<file path="src/rtl/scaled_pwm_pkg.sv">
package scaled_pwm_pkg;

    localparam int REG_W   = 32;
    localparam int CODE_W  = 4;
    localparam int DIV_W   = 17;
    localparam int BUSY_BIT = 28;

    // Control word layout, bit 9 down to bit 0.
    typedef struct packed {
        logic              bypass;
        logic              start;
        logic              mode;
        logic              gate;
        logic              level;
        logic              enable;
        logic [CODE_W-1:0] code;
    } ctrl_t;

    localparam int CTRL_W = $bits(ctrl_t);

    // Division ratio per code; 0 marks a reserved code.
    function automatic logic [DIV_W-1:0] code_to_ratio(input logic [CODE_W-1:0] c);
        logic [DIV_W-1:0] r;
        case (c)
            4'd0:    r = DIV_W'(120);
            4'd1:    r = DIV_W'(180);
            4'd2:    r = DIV_W'(240);
            4'd3:    r = DIV_W'(360);
            4'd4:    r = DIV_W'(480);
            4'd8:    r = DIV_W'(12000);
            4'd9:    r = DIV_W'(24000);
            4'd10:   r = DIV_W'(36000);
            4'd11:   r = DIV_W'(48000);
            4'd12:   r = DIV_W'(72000);
            4'd15:   r = DIV_W'(1);
            default: r = '0;
        endcase
        return r;
    endfunction

endpackage

</file>
<file path="src/rtl/pwm_regs.sv">
module pwm_regs
    import scaled_pwm_pkg::*;
#(
    parameter int ADDR_W = 3,
    parameter int CNT_W  = 16
) (
    input  logic              clk,
    input  logic              rst_n,
    input  logic              we,
    input  logic [ADDR_W-1:0] addr,
    input  logic [REG_W-1:0]  wdata,
    output logic [REG_W-1:0]  rdata,
    input  logic              boundary,
    input  logic              counting,
    output ctrl_t             ctrl,
    output logic [CNT_W-1:0]  total,
    output logic [CNT_W-1:0]  active,
    output logic              busy
);

    localparam logic [ADDR_W-1:0] CTRL_OFS = ADDR_W'(0);
    localparam logic [ADDR_W-1:0] PER_OFS  = ADDR_W'(4);
    localparam int TOT_LSB = REG_W / 2;

    typedef struct packed {
        ctrl_t            ctrl;
        logic [CNT_W-1:0] sh_total;
        logic [CNT_W-1:0] sh_active;
        logic [CNT_W-1:0] total;
        logic [CNT_W-1:0] active;
        logic             busy;
    } reg_state_t;

    reg_state_t st_d, st_q;
    logic wr_ctrl, wr_per;

    assign wr_ctrl = we && (addr == CTRL_OFS);
    assign wr_per  = we && (addr == PER_OFS);

    always_comb begin
        st_d = st_q;
        if (st_q.busy && (boundary || !counting)) begin
            st_d.total  = st_q.sh_total;
            st_d.active = st_q.sh_active;
            st_d.busy   = 1'b0;
        end
        if (boundary) begin
            st_d.ctrl.start = 1'b0;
        end
        if (wr_ctrl) begin
            st_d.ctrl       = ctrl_t'(wdata[CTRL_W-1:0]);
            st_d.ctrl.start = wdata[8] & wdata[7];
        end
        if (wr_per) begin
            st_d.sh_total  = wdata[TOT_LSB +: CNT_W];
            st_d.sh_active = wdata[0 +: CNT_W];
            st_d.busy      = 1'b1;
        end
    end

    always_ff @(posedge clk) begin
        if (!rst_n) begin
            st_q <= '0;
        end else begin
            st_q <= st_d;
        end
    end

    always_comb begin
        rdata = '0;
        if (addr == CTRL_OFS) begin
            rdata[CTRL_W-1:0] = st_q.ctrl;
            rdata[BUSY_BIT]   = st_q.busy;
        end else if (addr == PER_OFS) begin
            rdata[TOT_LSB +: CNT_W] = st_q.sh_total;
            rdata[0 +: CNT_W]       = st_q.sh_active;
        end
    end

    assign ctrl   = st_q.ctrl;
    assign total  = st_q.total;
    assign active = st_q.active;
    assign busy   = st_q.busy;

    // a pending update survives until a boundary while counting
    assert_busy_holds_R8: assert property (@(posedge clk) disable iff (!rst_n)
        (counting && st_q.busy && !boundary && !wr_per) |=> st_q.busy);

    // at a boundary the waiting shadow becomes the live setting
    assert_apply_at_boundary_R8: assert property (@(posedge clk) disable iff (!rst_n)
        (boundary && st_q.busy) |=> (st_q.total == $past(st_q.sh_total)));

    // start clears at the end of the pulse period
    assert_start_clears_R9: assert property (@(posedge clk) disable iff (!rst_n)
        (boundary && !wr_ctrl) |=> !st_q.ctrl.start);

    // start never stands while repeat mode is selected
    assert_start_needs_mode_R9: assert property (@(posedge clk) disable iff (!rst_n)
        st_q.ctrl.start |-> st_q.ctrl.mode);

endmodule

</file>
<file path="src/rtl/pwm_prescaler.sv">
module pwm_prescaler
    import scaled_pwm_pkg::*;
(
    input  logic             clk,
    input  logic             rst_n,
    input  logic             counting,
    input  logic [DIV_W-1:0] ratio,
    output logic             tick
);

    typedef struct packed {
        logic [DIV_W-1:0] pc;
    } psc_state_t;

    psc_state_t st_d, st_q;

    // The compare is >= so that a ratio lowered mid-count still wraps.
    assign tick = counting && (st_q.pc >= (ratio - DIV_W'(1)));

    always_comb begin
        st_d = st_q;
        if (!counting || tick) begin
            st_d.pc = '0;
        end else begin
            st_d.pc = st_q.pc + DIV_W'(1);
        end
    end

    always_ff @(posedge clk) begin
        if (!rst_n) begin
            st_q <= '0;
        end else begin
            st_q <= st_d;
        end
    end

    // the divided count never passes the selected ratio
    assert_pc_below_ratio_R2: assert property (@(posedge clk) disable iff (!rst_n)
        (counting && $past(counting) && $stable(ratio)) |-> (st_q.pc < ratio));

endmodule

</file>
<file path="src/rtl/pwm_counter.sv">
module pwm_counter #(
    parameter int CNT_W = 16
) (
    input  logic             clk,
    input  logic             rst_n,
    input  logic             counting,
    input  logic             tick,
    input  logic             toggle_run,
    input  logic             level,
    input  logic [CNT_W-1:0] total,
    input  logic [CNT_W-1:0] active,
    output logic             boundary,
    output logic             pwm_out
);

    typedef struct packed {
        logic [CNT_W-1:0] cnt;
        logic             out;
    } cnt_state_t;

    cnt_state_t st_d, st_q;
    logic in_active;

    assign boundary  = tick && (st_q.cnt == total);
    assign in_active = st_q.cnt < active;

    always_comb begin
        st_d = st_q;
        if (!counting) begin
            st_d.cnt = '0;
        end else if (boundary) begin
            st_d.cnt = '0;
        end else if (tick) begin
            st_d.cnt = st_q.cnt + CNT_W'(1);
        end

        if (toggle_run) begin
            st_d.out = !st_q.out;
        end else if (counting) begin
            st_d.out = in_active ? level : !level;
        end else begin
            st_d.out = !level;
        end
    end

    always_ff @(posedge clk) begin
        if (!rst_n) begin
            st_q.cnt <= '0;
            st_q.out <= 1'b1;
        end else begin
            st_q <= st_d;
        end
    end

    assign pwm_out = st_q.out;

    // the period count stays within the programmed length
    assert_cnt_in_range_R5: assert property (@(posedge clk) disable iff (!rst_n)
        counting |-> (st_q.cnt <= total));

endmodule

</file>
<file path="src/rtl/scaled_pwm.sv">
module scaled_pwm
    import scaled_pwm_pkg::*;
#(
    parameter int ADDR_W = 3,
    parameter int CNT_W  = 16
) (
    input  logic              clk,
    input  logic              rst_n,
    input  logic              reg_we,
    input  logic [ADDR_W-1:0] reg_addr,
    input  logic [31:0]       reg_wdata,
    output logic [31:0]       reg_rdata,
    output logic              pwm_out
);

    ctrl_t            ctrl;
    logic [CNT_W-1:0] total, active;
    logic             busy;
    logic [DIV_W-1:0] ratio;
    logic             run, toggle_run, counting, tick, boundary;

    assign ratio      = code_to_ratio(ctrl.code);
    assign run        = ctrl.enable && ctrl.gate && (ratio != '0);
    assign toggle_run = run && ctrl.bypass;
    assign counting   = run && !ctrl.bypass && (!ctrl.mode || ctrl.start);

    pwm_regs #(.ADDR_W(ADDR_W), .CNT_W(CNT_W)) u_regs (
        .clk      (clk),
        .rst_n    (rst_n),
        .we       (reg_we),
        .addr     (reg_addr),
        .wdata    (reg_wdata),
        .rdata    (reg_rdata),
        .boundary (boundary),
        .counting (counting),
        .ctrl     (ctrl),
        .total    (total),
        .active   (active),
        .busy     (busy)
    );

    pwm_prescaler u_psc (
        .clk      (clk),
        .rst_n    (rst_n),
        .counting (counting),
        .ratio    (ratio),
        .tick     (tick)
    );

    pwm_counter #(.CNT_W(CNT_W)) u_cnt (
        .clk        (clk),
        .rst_n      (rst_n),
        .counting   (counting),
        .tick       (tick),
        .toggle_run (toggle_run),
        .level      (ctrl.level),
        .total      (total),
        .active     (active),
        .boundary   (boundary),
        .pwm_out    (pwm_out)
    );

    // a stopped or reserved-code channel idles at the inactive level
    assert_idle_level_R3: assert property (@(posedge clk) disable iff (!rst_n)
        !run |=> (pwm_out == !$past(ctrl.level)));

    // the bypassed output flips every cycle
    assert_bypass_toggle_R10: assert property (@(posedge clk) disable iff (!rst_n)
        toggle_run |=> (pwm_out != $past(pwm_out)));

    // an active count covering the period keeps the output active
    assert_full_active_R7: assert property (@(posedge clk) disable iff (!rst_n)
        (counting && ({1'b0, active} >= ({1'b0, total} + (CNT_W+1)'(1))))
        |=> (pwm_out == $past(ctrl.level)));

    // the pending flag is visible whenever an update waits
    assert_busy_visible_R8: assert property (@(posedge clk) disable iff (!rst_n)
        (busy && reg_addr == 3'd0) |-> reg_rdata[BUSY_BIT]);

endmodule

</file>
<file path="config.mk">
export PLATFORM = sky130hd
export DESIGN_NAME = scaled_pwm
export DESIGN_NICKNAME = d
export VERILOG_FILES = /design/src/rtl/scaled_pwm_pkg.sv /design/src/rtl/pwm_regs.sv /design/src/rtl/pwm_prescaler.sv /design/src/rtl/pwm_counter.sv /design/src/rtl/scaled_pwm.sv
export SDC_FILE = /design/constraint.sdc
export NUM_CORES = 1
export LEC_CHECK = 0
export ABC_AREA = 1
export BUFFER_PORTS_ARGS = -buffer_cell sky130_fd_sc_hd__buf_2
export CAP_MARGIN = 20
export CORE_UTILIZATION = 45
export CTS_CLUSTER_DIAMETER = 120
export DETAILED_ROUTE_END_ITERATION = 10
export GPL_TIMING_DRIVEN = 1
export SYNTH_ARGS = -nofsm -noshare
export SYNTH_HDL_FRONTEND = slang
export SYNTH_HIERARCHICAL = 1
export SYNTH_SLANG_ARGS = --single-unit
</file>
<file path="constraint.sdc">
create_clock -name clk -period 5.7 [get_ports clk]
set_clock_uncertainty 0.15 [all_clocks]
set_input_delay 0.285 -clock clk [delete_from_list [all_inputs] [get_ports clk]]
set_output_delay 0.285 -clock clk [all_outputs]
set_load 0.1 [all_outputs]
</file>
# Yosys cells after proc, flatten, opt, wreduce, memory -nomap -nowiden
# Memories as Yosys holds them, arrays and structs flattened. A register that Yosys moved wholly into a read port is not among the register bits.
# Index checks and enable logic that the tools add are counted.
word_totals:
  n_memories: 1
  ff_bits: 109
  in_bits: 38
  romBits: 256
  output_inout_bits: 33
  wordCells: 64
op_classes:
  n_addsub: 3
  mux: 14
  n_reduce_logical: 24
  eq_ne: 2
  order_cmp: 2
  bitwise_logic: 3
memory_table:
  columns: ["memory", "depth", "width", "rd", "rd_clocked_by_memory_dff", "wr", "line", "text"]
  rows:
  - ["(no name shown)", 16, 16, 1, 1, 0, "scaled_pwm_pkg.sv:24", "case (c)"]
op_table:
  columns: ["cell", "count"]
  rows:
  - ["$mux W32", 1]
  - ["$mux W18", 1]
  - ["$add A17 B1 Y17 const B", 1]
  - ["$ge A17 B17 Y1", 1]
  - ["$reduce_bool A17 Y1", 1]
  - ["$sub A17 B1 Y17 const B", 1]
  - ["$add A16 B1 Y16 const B", 1]
  - ["$eq A16 B16 Y1", 1]
  - ["$lt A16 B16 Y1", 1]
  - ["$logic_and A1 B1 Y1", 10]
  - ["$mux W10", 1]
  - ["$mux W9", 1]
  - ["$mux W4", 2]
  - ["$mux W1", 7]
  - ["$logic_not A1 Y1", 5]
  - ["$reduce_bool A2 Y1", 2]
  - ["$eq A3 B3 Y1 const B", 1]
  - ["$logic_not A3 Y1", 1]
  - ["$logic_or A1 B1 Y1", 3]
  - ["$mux W3", 1]
  - ["$reduce_or A3 Y1", 1]
  - ["$not A1 Y1", 2]
  - ["$reduce_or A2 Y1", 1]
  - ["$and A1 B1 Y1", 1]

# Longest topological paths before layout
# Gate-level depths: netlist of the first run.
logic_depth:
  depth_word: 10
  mapped_depth: 35
  mapped_depth_nobuf: 33

# Modules after synthesis
# The synthesis of the first run kept the hierarchy.
modules_own_cells:
  columns: ["module", "instances", "cells_per_inst", "seq_area_each_um2", "area_each_um2"]
  rows:
  - ["pwm_regs", 1, 495, 1501.4, 3365.7]
  - ["pwm_prescaler", 1, 229, 340.3, 1561.5]
  - ["pwm_counter", 1, 229, 340.3, 1496.4]
  - ["scaled_pwm", 1, 53, 0.0, 290.3]

# Least setup slack after synthesis of the first run
# OpenSTA, ideal clock, no wires.
synth_path:
  kind: "register -> register"
  from: "register u_regs/ctrl[1] (netlist name)"
  to: "register u_regs.st_q (netlist bit u_regs/active[0])"
  t_arrival_ps: 4111
  setup_time_ps: 64
  stages_incl_launch_ff: 34
  n_path_buf: 2
  required_ps: 5486
  setup_slack_ps: 1375
  period_less_slack_ps: 4325
  cell_sequence: "dfxtp_1 > buf_4 > inv_1 > ha_1 > inv_1 > nand2_2 > nand2_1 > o21ai_0 > nor2_1 > nand3_1 > nor3_1 > nand2_1 > xnor2_1 > inv_1 > ha_1 > nand2_1 > nor2_1 > nand2_1 > nor3_2 > nor2_2 > a21boi_0 > inv_2 > nor2_1 > nand4_1 > nor2_1 > nand3_2 > inv_1 > inv_1 > nand2_1 > nand2_1 > inv_1 > buf_2 > nor2_1 > nor2_1"
synth_lines:
  columns: ["item", "line", "text"]
  rows:
  - ["end signal, assigned", "pwm_regs.sv:65", "st_q <= st_d;"]
  - ["end, declared", "pwm_regs.sv:34", "reg_state_t st_d, st_q;"]

==> metrics, run 1 <==
outcome=finished, final reports clean; vias in the first global route=5111; layout cells sized above 1=14.0%; Worst path slowest cell=dfxtp_1; Clock Power Share=approximately two fifths; synth unique cells=35; FF-to-FF Start=u_regs/ctrl[1]; mean post-synth cell area=6.67 sq um; area growth from synthesis to layout=10.3%; reg-to-reg slack, setup=roughly 0.78 ns; CP required=5.84 ns; dpl cell area=6840 sq um; antenna-violating nets left=0; fin nets=1122; Slew Limit Fails=0; die height=about 120 um; Num CTS Buffers=9; drt initial violations=380; Cell Rows=44; Vias/cell=between 4 and 5; Clock transition at path regs=approximately 0.080 ns; hold slack final=0.0112 ns; Sw Share=a little over a quarter; most common cell after layout, fill and taps aside=nor2_1; initial antenna violation count=0; Syn Inst Count=1006; Total Routing Usage GR=20.3%; largest net degree at the start of global routing=77; iteration count of the initial detailed-routing pass=5; Final Hold Fails=0; commonest cells after routing, fill and taps aside=nor2_1, nand2_1, inv_1, dfxtp_1, buf_2; Initial Util=46.2%; leak pwr=approximately 3.4 nW; IO Pins=71; Setup TNS=0 ns; VDD IR-drop max=134 uV; drt drc=0; Finished Cell Area=7410 sq um; fillers=1542; Worst EP arrival=5.06 ns; worst reg2reg path depth=32; post-DP HPWL=10800 um; Cell Pwr Density=214 nW/um^2; die area=15400 sq um; WL final=14700 um; vias=between 5000 and 6000; Max Clock Freq=between 200 and 250 MHz; CP Capture Type=flip-flop; element type at the critical path start=flip-flop; CP peak stage delay=0.41 ns; crit path kind=flip-flop to flip-flop; max_slew headroom=a little over half; synthesis-stage register bit count=109; RD Place Congestion=0.882; Min Clock Period, post-route=slightly below 5 ns; power share of the sequential group=approximately 50%; H-tree depth=3; CTS tree=built; deepest clock path buffer count=2; R2R Path End=u_regs/active[4]; clk root buf=clkbuf_16; Max Cap Violations=0; WHS Endpoint=u_regs/st_q[60]; Ant. Diodes=0; hold_sp=reg_wdata[27]; hold crit path type=primary input to flip-flop; net switching power=around 430 uW; first-pass GRT wire length=24500 um; Synth Cell Area=6710 sq um; Cell Int Power=1.16 mW; Setup violations, final=0; grt total ovfl=0; Die Wd=~120 um; RSZ-0062 raised after global routing=false; YS warnings=6; combinational share of power=9.8%; CORE AREA=14500 sq um; Tcrit/Tclk final=between 80% and 90%; IO Port Bufs=70; Seq/Total Area, Yosys=32.5%; Slew @ Worst Pin=0.714 ns; routed wire length per instance=around 12 um; WHS Path Cells=3; clock latency at the later pin of the worst-skew pair=0.37 ns; clock sinks=about 110; crit-path max FO=32
==> cell usage after synthesis, drive strengths merged <==
cell / n / area, sq um
o21a: 1 / 7.51
a21boi: 1 / 7.51
o21ai: 45 / 225
a21oi: 13 / 65.1
nor2: 271 / 1100
ha: 38 / 475
nand2: 207 / 805
dfxtp: 109 / 2180
a211oi: 1 / 12.5
o22ai: 14 / 87.6
inv: 141 / 534
nor3: 13 / 86.3
clkbuf: 14 / 52.6
nand3: 27 / 188
xnor2: 15 / 131
a21o: 2 / 15.0
or2: 1 / 6.26
conb: 1 / 3.75
nand4: 9 / 62.6
xor2: 26 / 228
buf: 57 / 439
==> state kept, by name (all words and copies together) (netlist names) <==
signal	count
u_regs/st_q	32
u_psc/st_q	17
u_cnt/st_q	16
u_regs/active	16
u_regs/total	16
u_regs/ctrl	10
u_cnt/pwm_out	1
u_regs/busy	1
==> logic make-up after synthesis <==
| family | count (synthesis) | synth area share (%) |
|---|---|---|
| DFF | 109 | 32.5 |
| other | 1 | 0.0559 |
| AOI/OAI and AO/OA | 77 | 6.26 |
| xor gates and xnor gates | 41 | 5.35 |
| and+or+nand+nor | 528 | 33.5 |
| adders and majority gates | 38 | 7.08 |
| buffers and inverters | 212 | 15.3 |
==> power groups by stage <==
stage / registers (mW) / logic, mW / clock network, mW
global route: 0.791 / 0.176 / 0.682
CTS: 0.788 / 0.154 / 0.658
global placement: 0.806 / 0.141 / 0
finish: 0.788 / 0.156 / 0.638
detailed placement: 0.806 / 0.141 / 0
floorplan: 0.801 / 0.118 / 0
==> per-layer routing <==
layer  vias up  GRT usage (%)  wire [um]
li1       3103              -          -
met1      2504           30.2       7860
met2       101           29.4       6120
met3        13           4.44        529
met4         0           4.91        144
met5         -              0          0
==> final cells by class <==
type	instances	area (sq um)	area share [%]
clock inverters	6	61.3	0.828
clock buffers	10	239	3.23
well taps	184	230	3.11
flip-flops and latches	109	2180	29.5
inverters	141	534	7.21
repair buffers	99	646	8.72
multi-input cells	686	3510	47.4
==> worst max path at each step <==
stage | start | end | slack, ns | depth (start not counted)
2_1_floorplan | u_regs/ctrl[1] | u_regs/active[0] | 1.37 | 33
3_3_place_gp | u_regs/ctrl[1] | u_regs/total[6] | 0.65 | 32
3_5_place_dp | u_regs/ctrl[1] | u_regs/total[9] | 0.54 | 32
4_1_cts | u_regs/ctrl[1] | u_regs/active[4] | 0.47 | 32
5_1_grt | u_regs/ctrl[1] | u_regs/total[9] | 0.002 | 32
6_report | u_regs/ctrl[1] | u_regs/active[4] | 0.78 | 32
==> critical path, delay by kind of cell, from the launching register on <==
kind	cells	cell delay [ns]
simple gates	19	2.29
fa+ha+maj	2	0.49
buf+inv	8	0.93
flops	1	0.41
xor+xnor	1	0.14
compound gates	2	0.43
==> repair_timing <==
action                                 4_1_cts  5_1_grt
resized for setup                            0        2
setup endpoints to repair                    0       32
hold buffers                                23        0
buffers inserted                             0        0
endpoints found under the hold margin       23        0
==> metrics by stage <==
step	instances	setup WS [ns]	util, %	total power, mW
2_1_floorplan	1007	1.37	-	0.919
3_3_place_gp	1195	0.655	47.1	0.947
3_5_place_dp	1195	0.545	47.1	0.947
4_1_cts	1234	0.471	50.7	1.60
5_1_grt	1235	0.00218	51.0	1.65
6_report	1235	0.779	51.0	1.58
No activity file was read; power rests on OpenSTA's default activity.
==> inputs of run 2 (changes only) <==
--- a/config.mk
+++ b/config.mk
@@ -14,2 +14,3 @@
 export GPL_TIMING_DRIVEN = 1
+export PLACE_DENSITY = 0.66
 export SYNTH_ARGS = -nofsm -noshare
==> constraint.sdc (replaced) <==
create_clock -name clk -period 4.5 [get_ports clk]
set_clock_uncertainty 0.15 [all_clocks]
set_input_delay 0.225 -clock clk [delete_from_list [all_inputs] [get_ports clk]]
set_output_delay 0.225 -clock clk [all_outputs]
set_load 0.01 [all_outputs]
==> metrics, run 2 (same netlist as run 1, synthesis figures left out) <==
CP Capture Type=flip-flop (unchanged); largest net degree at the start of global routing=66 (was 77); total power=2.00 mW (was 1.58 mW); WL final=14800 um (was 14700 um); max_slew headroom=58.9% (was 52.4%); vias=5821 (was 5721); VDD IR-drop max=157 uV (was 134 uV); Ant. Diodes=0 (unchanged); CP delay by family, top=simple AND/OR/NAND/NOR gates (unchanged); dpl cells=1206 (was 1195); Total Routing Usage GR=20.2% (was 20.3%); Setup violations, final=0 (unchanged); clock latency at the later pin of the worst-skew pair=0.37 ns (about the same); Max Clock Freq=239 MHz (was 203 MHz); max reg flops=32 (unchanged); Min Clock Period, post-route=4.19 ns (was 4.92 ns); CTS tree=built (unchanged); die area=15400 sq um (unchanged); clock sinks=109 (unchanged); area growth from synthesis to layout=15.7% (was 10.3%); Max Cap Violations=0 (unchanged); CP peak stage delay=0.61 ns (was 0.41 ns); fin nets=1146 (was 1122); Cell Pwr Density=258 nW/um^2 (was 214 nW/um^2); drt drc=0 (unchanged); die height=124 um (unchanged); grt total ovfl=0 (unchanged); most common cell after layout, fill and taps aside=nor2_1 (unchanged); first-pass GRT wire length=24300 um (was 24500 um); layout cells sized above 1=17.2% (was 14.0%); deepest clock path buffer count=2 (unchanged); antenna-violating nets left=0 (unchanged); worst reg2reg path depth=29 (was 32); post-DP HPWL=10600 um (was 10800 um); routed wire length per instance=11.8 um (was 11.9 um); Tcrit/Tclk final=93.1% (was 86.3%); most used cell, CP=nand2_1; Worst path slowest cell=dfxtp_1 (unchanged); Num CTS Buffers=9 (unchanged); Worst EP arrival=4.29 ns (was 5.06 ns); Clock transition at path regs=0.08 ns (about the same); CORE AREA=14500 sq um (unchanged); WHS Path Cells=3 (unchanged); leak pwr=3.58 nW (was 3.45 nW); Cell Rows=44 (unchanged); outcome=finished, final reports clean (unchanged); IO Port Bufs=70 (unchanged); crit path kind=flip-flop to flip-flop (unchanged); iteration count of the initial detailed-routing pass=6 (was 5); Die Wd=124 um (unchanged); number of buffers and inverters on the critical path=6 (was 8); H-tree depth=3 (unchanged); element type at the critical path start=flip-flop (unchanged); Post-Layout Cell Count=1259 (was 1235); IO Pins=71 (unchanged); initial antenna violation count=0 (unchanged); Slew Limit Fails=0 (unchanged); clk root buf=clkbuf_16 (unchanged); CP required=4.60 ns (was 5.84 ns); Final Hold Fails=0 (unchanged); reg-to-reg slack, setup=0.31 ns (was 0.78 ns); register with the most flip-flops=u_regs/st_q (unchanged); Vias/cell=4.62 (was 4.63); top flop regs=u_regs/st_q (32), u_psc/st_q (17) (unchanged); Critical Path Stages=29 (was 32); vias in the first global route=5115 (was 5111); RD Place Congestion=0.864 (was 0.882); drt initial violations=278 (was 380); Initial Util=46.2% (unchanged); commonest cells after routing, fill and taps aside=nor2_1, nand2_1, inv_1, dfxtp_1, buf_2 (unchanged); Slew @ Worst Pin=0.617 ns (was 0.714 ns); hold crit path type=primary input to flip-flop (unchanged); crit-path max FO=16 (was 32)
==> run 2: changes by cell type in the layout (fill, tap and decap cells not counted), sizes merged <==
cell / delta
buf: +14
clkbuf: +1
clkinv: -1
clkinvlp: +1
dlygate4sd3: +9
==> run 2: final cells by class <==
| class | instances | area, sq um |
|---|---|---|
| Inverter | 141 | 537 |
| Tap cell | 184 | 230 |
| Clock inverter | 6 | 63.8 |
| Timing Repair Buffer | 123 | 895 |
| Fill cell | 1465 | 6770 |
| Multi-Input combinational cell | 686 | 3620 |
| Sequential cell | 109 | 2180 |
| Clock buffer | 10 | 239 |
==> run 2: per-stage QoR <==
stage | hold slack, ns | instance area, sq um | TNS (ns) | setup slack [ns] | utilization [%]
floorplan | 0.210 | 6720 | 0 | 0.175 | -
global placement | 0.303 | 6950 | 0 | 0.0151 | 47.8
detailed placement | 0.301 | 6950 | -1.48 | -0.0944 | 47.8
CTS | 0.0177 | 7580 | 0 | 0.0203 | 52.2
global route | 0.0562 | 7760 | -0.290 | -0.0288 | 53.4
finish | 0.0314 | 7760 | 0 | 0.308 | 53.4
==> run 2: report_power, final <==
| group | total (mW) | internal (mW) | switching [mW] |
|---|---|---|---|
| combinational | 0.206 | 0.0906 | 0.115 |
| clock | 0.800 | 0.407 | 0.394 |
| sequential | 0.998 | 0.984 | 0.0145 |
| total | 2.00 | 1.48 | 0.523 |
==> run 2: worst register-to-register path: cells and delay by family, from the launching register on <==
family                     cells  cell delay (ns)
DFF                            1             0.61
AOI/OAI and AO/OA              2             0.35
xor gates and xnor gates       1             0.16
buffers and inverters          6             0.63
and+or+nand+nor               19             1.92
adders and majority gates      1             0.27
==> run 2: what timing repair did <==
| item | in CTS | in global routing |
|---|---|---|
| gates resized for setup | 2 | 52 |
| cloned | 0 | 1 |
| setup endpoints to repair | 32 | 35 |
| pin swaps | 0 | 10 |
| setup buffers | 0 | 3 |
| hold buffers | 32 | 0 |
| endpoints found under the hold margin | 41 | 0 |
==> run 2: path summary, 6_finish.rpt <==
path                    startpoint          endpoint
hold / removal              reg_we    u_regs/ctrl[7]
hold reg to reg   u_regs/active[8]  u_regs/active[8]
setup reg to reg    u_regs/ctrl[3]  u_regs/active[1]
setup / recovery    u_regs/ctrl[3]  u_regs/active[1]
==> run 2: routing by layer <==
metal / track usage, % / wire length (um) / part of all wire, % / vias to the layer above
met5: 0 / 0 / 0 / -
met4: 8.04 / 270 / 1.8 / 0
met3: 3.02 / 569 / 3.8 / 17
met2: 29.2 / 6390 / 43 / 114
met1: 29.6 / 7560 / 51 / 2539
li1: - / - / - / 3151
==> inputs of run 3 (changes only) <==
==> constraint.sdc (replaced) <==
create_clock -name clk -period 4.5 [get_ports clk]
set_clock_uncertainty 0.15 [all_clocks]
set_input_delay 0 -clock clk [delete_from_list [all_inputs] [get_ports clk]]
set_output_delay 0 -clock clk [all_outputs]
set_load 0.01 [all_outputs]
==> metrics, run 3 (same netlist as run 1, synthesis figures left out) <==
Cell Pwr Density=255 nW/um^2 (was 258 nW/um^2); IO Pins=71 (unchanged); crit path kind=flip-flop to flip-flop (unchanged); max_slew headroom=50.3% (was 58.9%); layout cells sized above 1=18.2% (was 17.2%); total power=2.00 mW (about the same); worst reg2reg path depth=31 (was 29); Min Clock Period, post-route=4.19 ns (about the same); fillers=1411 (was 1465); Vias/cell=4.70 (was 4.62); largest net degree at the start of global routing=76 (was 66); Ant. Diodes=0 (unchanged); Setup WS post-layout=0.312 ns (was 0.308 ns); vias in the first global route=5240 (was 5115); dpl ws=-0.130 ns (was -0.0944 ns); WHS Path Cells=5 (was 3); FF-to-FF Start=u_regs/ctrl[0] (was u_regs/ctrl[3]); Clock transition at path regs=0.08 ns (about the same); outcome=finished, final reports clean (unchanged); Slew @ Worst Pin=0.746 ns (was 0.617 ns); routed wire length per instance=11.9 um (was 11.8 um); post-DP HPWL=10600 um (about the same); clock sinks=109 (unchanged); fin nets=1150 (was 1146); Worst EP arrival=4.29 ns (about the same); leak pwr=3.61 nW (was 3.58 nW); dpl cell area=6950 sq um (unchanged); CP required=4.61 ns (was 4.60 ns); die height=124 um (unchanged); Worst path slowest cell=dfxtp_1 (unchanged); element type at the critical path start=flip-flop (unchanged); CP Capture Type=flip-flop (unchanged); Die Wd=124 um (unchanged); Setup TNS=0 ns (unchanged); clock latency at the later pin of the worst-skew pair=0.36 ns (was 0.37 ns); initial antenna violation count=0 (unchanged); RD Place Congestion=0.863 (was 0.864); CP peak stage delay=0.33 ns (was 0.61 ns); Slew Limit Fails=0 (unchanged); antenna-violating nets left=0 (unchanged); CTS tree=built (unchanged); Setup violations, final=0 (unchanged); deepest clock path buffer count=2 (unchanged); R2R Path End=u_regs/total[6] (was u_regs/active[1]); Initial Util=46.2% (unchanged); drt initial violations=313 (was 278); die area=15400 sq um (unchanged); VDD IR-drop max=267 uV (was 157 uV); CORE AREA=14500 sq um (unchanged); Tcrit/Tclk final=93.1% (about the same); drt drc=0 (unchanged); Final Hold Fails=0 (unchanged); reg-to-reg slack, setup=0.31 ns (about the same); WL final=15000 um (was 14800 um); clk root buf=clkbuf_16 (unchanged); Num CTS Buffers=9 (unchanged); first-pass GRT wire length=24900 um (was 24300 um); Cell Rows=44 (unchanged); hold_sp=rst_n (was reg_we); iteration count of the initial detailed-routing pass=5 (was 6); IO Port Bufs=70 (unchanged); grt total ovfl=0 (unchanged); FF+latch area=2180 sq um (about the same); Total Routing Usage GR=20.5% (was 20.2%); area of the multi-input gates=3670 sq um (was 3620 sq um); Finished Cell Area=7850 sq um (was 7760 sq um); Max Cap Violations=0 (unchanged); max reg flops=32 (unchanged); register with the most flip-flops=u_regs/st_q (unchanged); Max Clock Freq=239 MHz (about the same); crit-path max FO=13 (was 16); commonest cells after routing, fill and taps aside=nor2_1, nand2_1, inv_1, dfxtp_1, buf_2 (unchanged); hold crit path type=primary input to flip-flop (unchanged); top flop regs=u_regs/st_q (32), u_psc/st_q (17) (unchanged); area growth from synthesis to layout=16.9% (was 15.7%); H-tree depth=3 (unchanged); vias=5930 (was 5821); most common cell after layout, fill and taps aside=nor2_1 (unchanged); WHS Endpoint=u_psc/st_q[9] (was u_regs/ctrl[7])
-- run 3: how the worst max path moves through the flow --
stage	start	end	slack, ns	cells after the start
CTS	u_regs/ctrl[0]	u_regs/total[9]	0.002	30
finish	u_regs/ctrl[0]	u_regs/total[6]	0.31	31
floorplan	u_regs/ctrl[1]	u_regs/active[0]	0.17	33
global route	u_regs/ctrl[1]	u_regs/total[6]	-0.08	30
global placement	u_regs/ctrl[0]	u_regs/total[15]	0.01	29
detailed placement	u_regs/ctrl[0]	u_regs/total[15]	-0.13	30
-- run 3: where the power goes --
part | total (mW) | leakage [nW] | switching [mW] | internal [mW]
combinational | 0.213 | 2.59 | 0.118 | 0.0947
sequential | 0.998 | 0.883 | 0.0148 | 0.984
clock | 0.789 | 0.145 | 0.400 | 0.389
total | 2.00 | 3.61 | 0.533 | 1.47
-- run 3: through the flow --
stage | hold WS, ns | util [%] | instances
2_1_floorplan | -0.0151 | - | 1007
3_3_place_gp | 0.0769 | 47.8 | 1206
3_5_place_dp | 0.0761 | 47.8 | 1206
4_1_cts | 0.0426 | 52.4 | 1258
5_1_grt | 0.0701 | 54.0 | 1263
6_report | 0.0400 | 54.0 | 1263
-- run 3: area by class of cell --
class,instances,area share (%)
Tap cell,184,2.93
Clock buffer,9,2.87
Sequential cell,109,27.8
Inverter,141,6.84
Clock inverter,7,0.813
Multi-Input combinational cell,686,46.8
Timing Repair Buffer,127,12.0
-- run 3: critical path, delay by kind of cell (launching register included) --
kind                       cells  cell delay [ns]
and+or+nand+nor               19             2.08
buffers and inverters          7             0.59
adders and majority gates      2             0.43
DFF                            1             0.33
AOI/OAI and AO/OA              2             0.32
xor gates and xnor gates       1             0.17
-- run 3: what timing repair did --
item	in CTS	in global routing
resized for setup	4	68
endpoints found under the hold margin	42	0
setup endpoints to repair	32	37
hold buffers	36	0
buffers inserted	0	3
gates cloned	0	1
pin swaps	0	16
-- run 3: routing by layer --
metal | up-vias | track usage (%) | routed length, um
li1 | 3155 | - | -
met1 | 2636 | 29.1 | 7680
met2 | 128 | 31.6 | 6500
met3 | 11 | 4.67 | 712
met4 | 0 | 4.46 | 132
met5 | - | 0 | 0
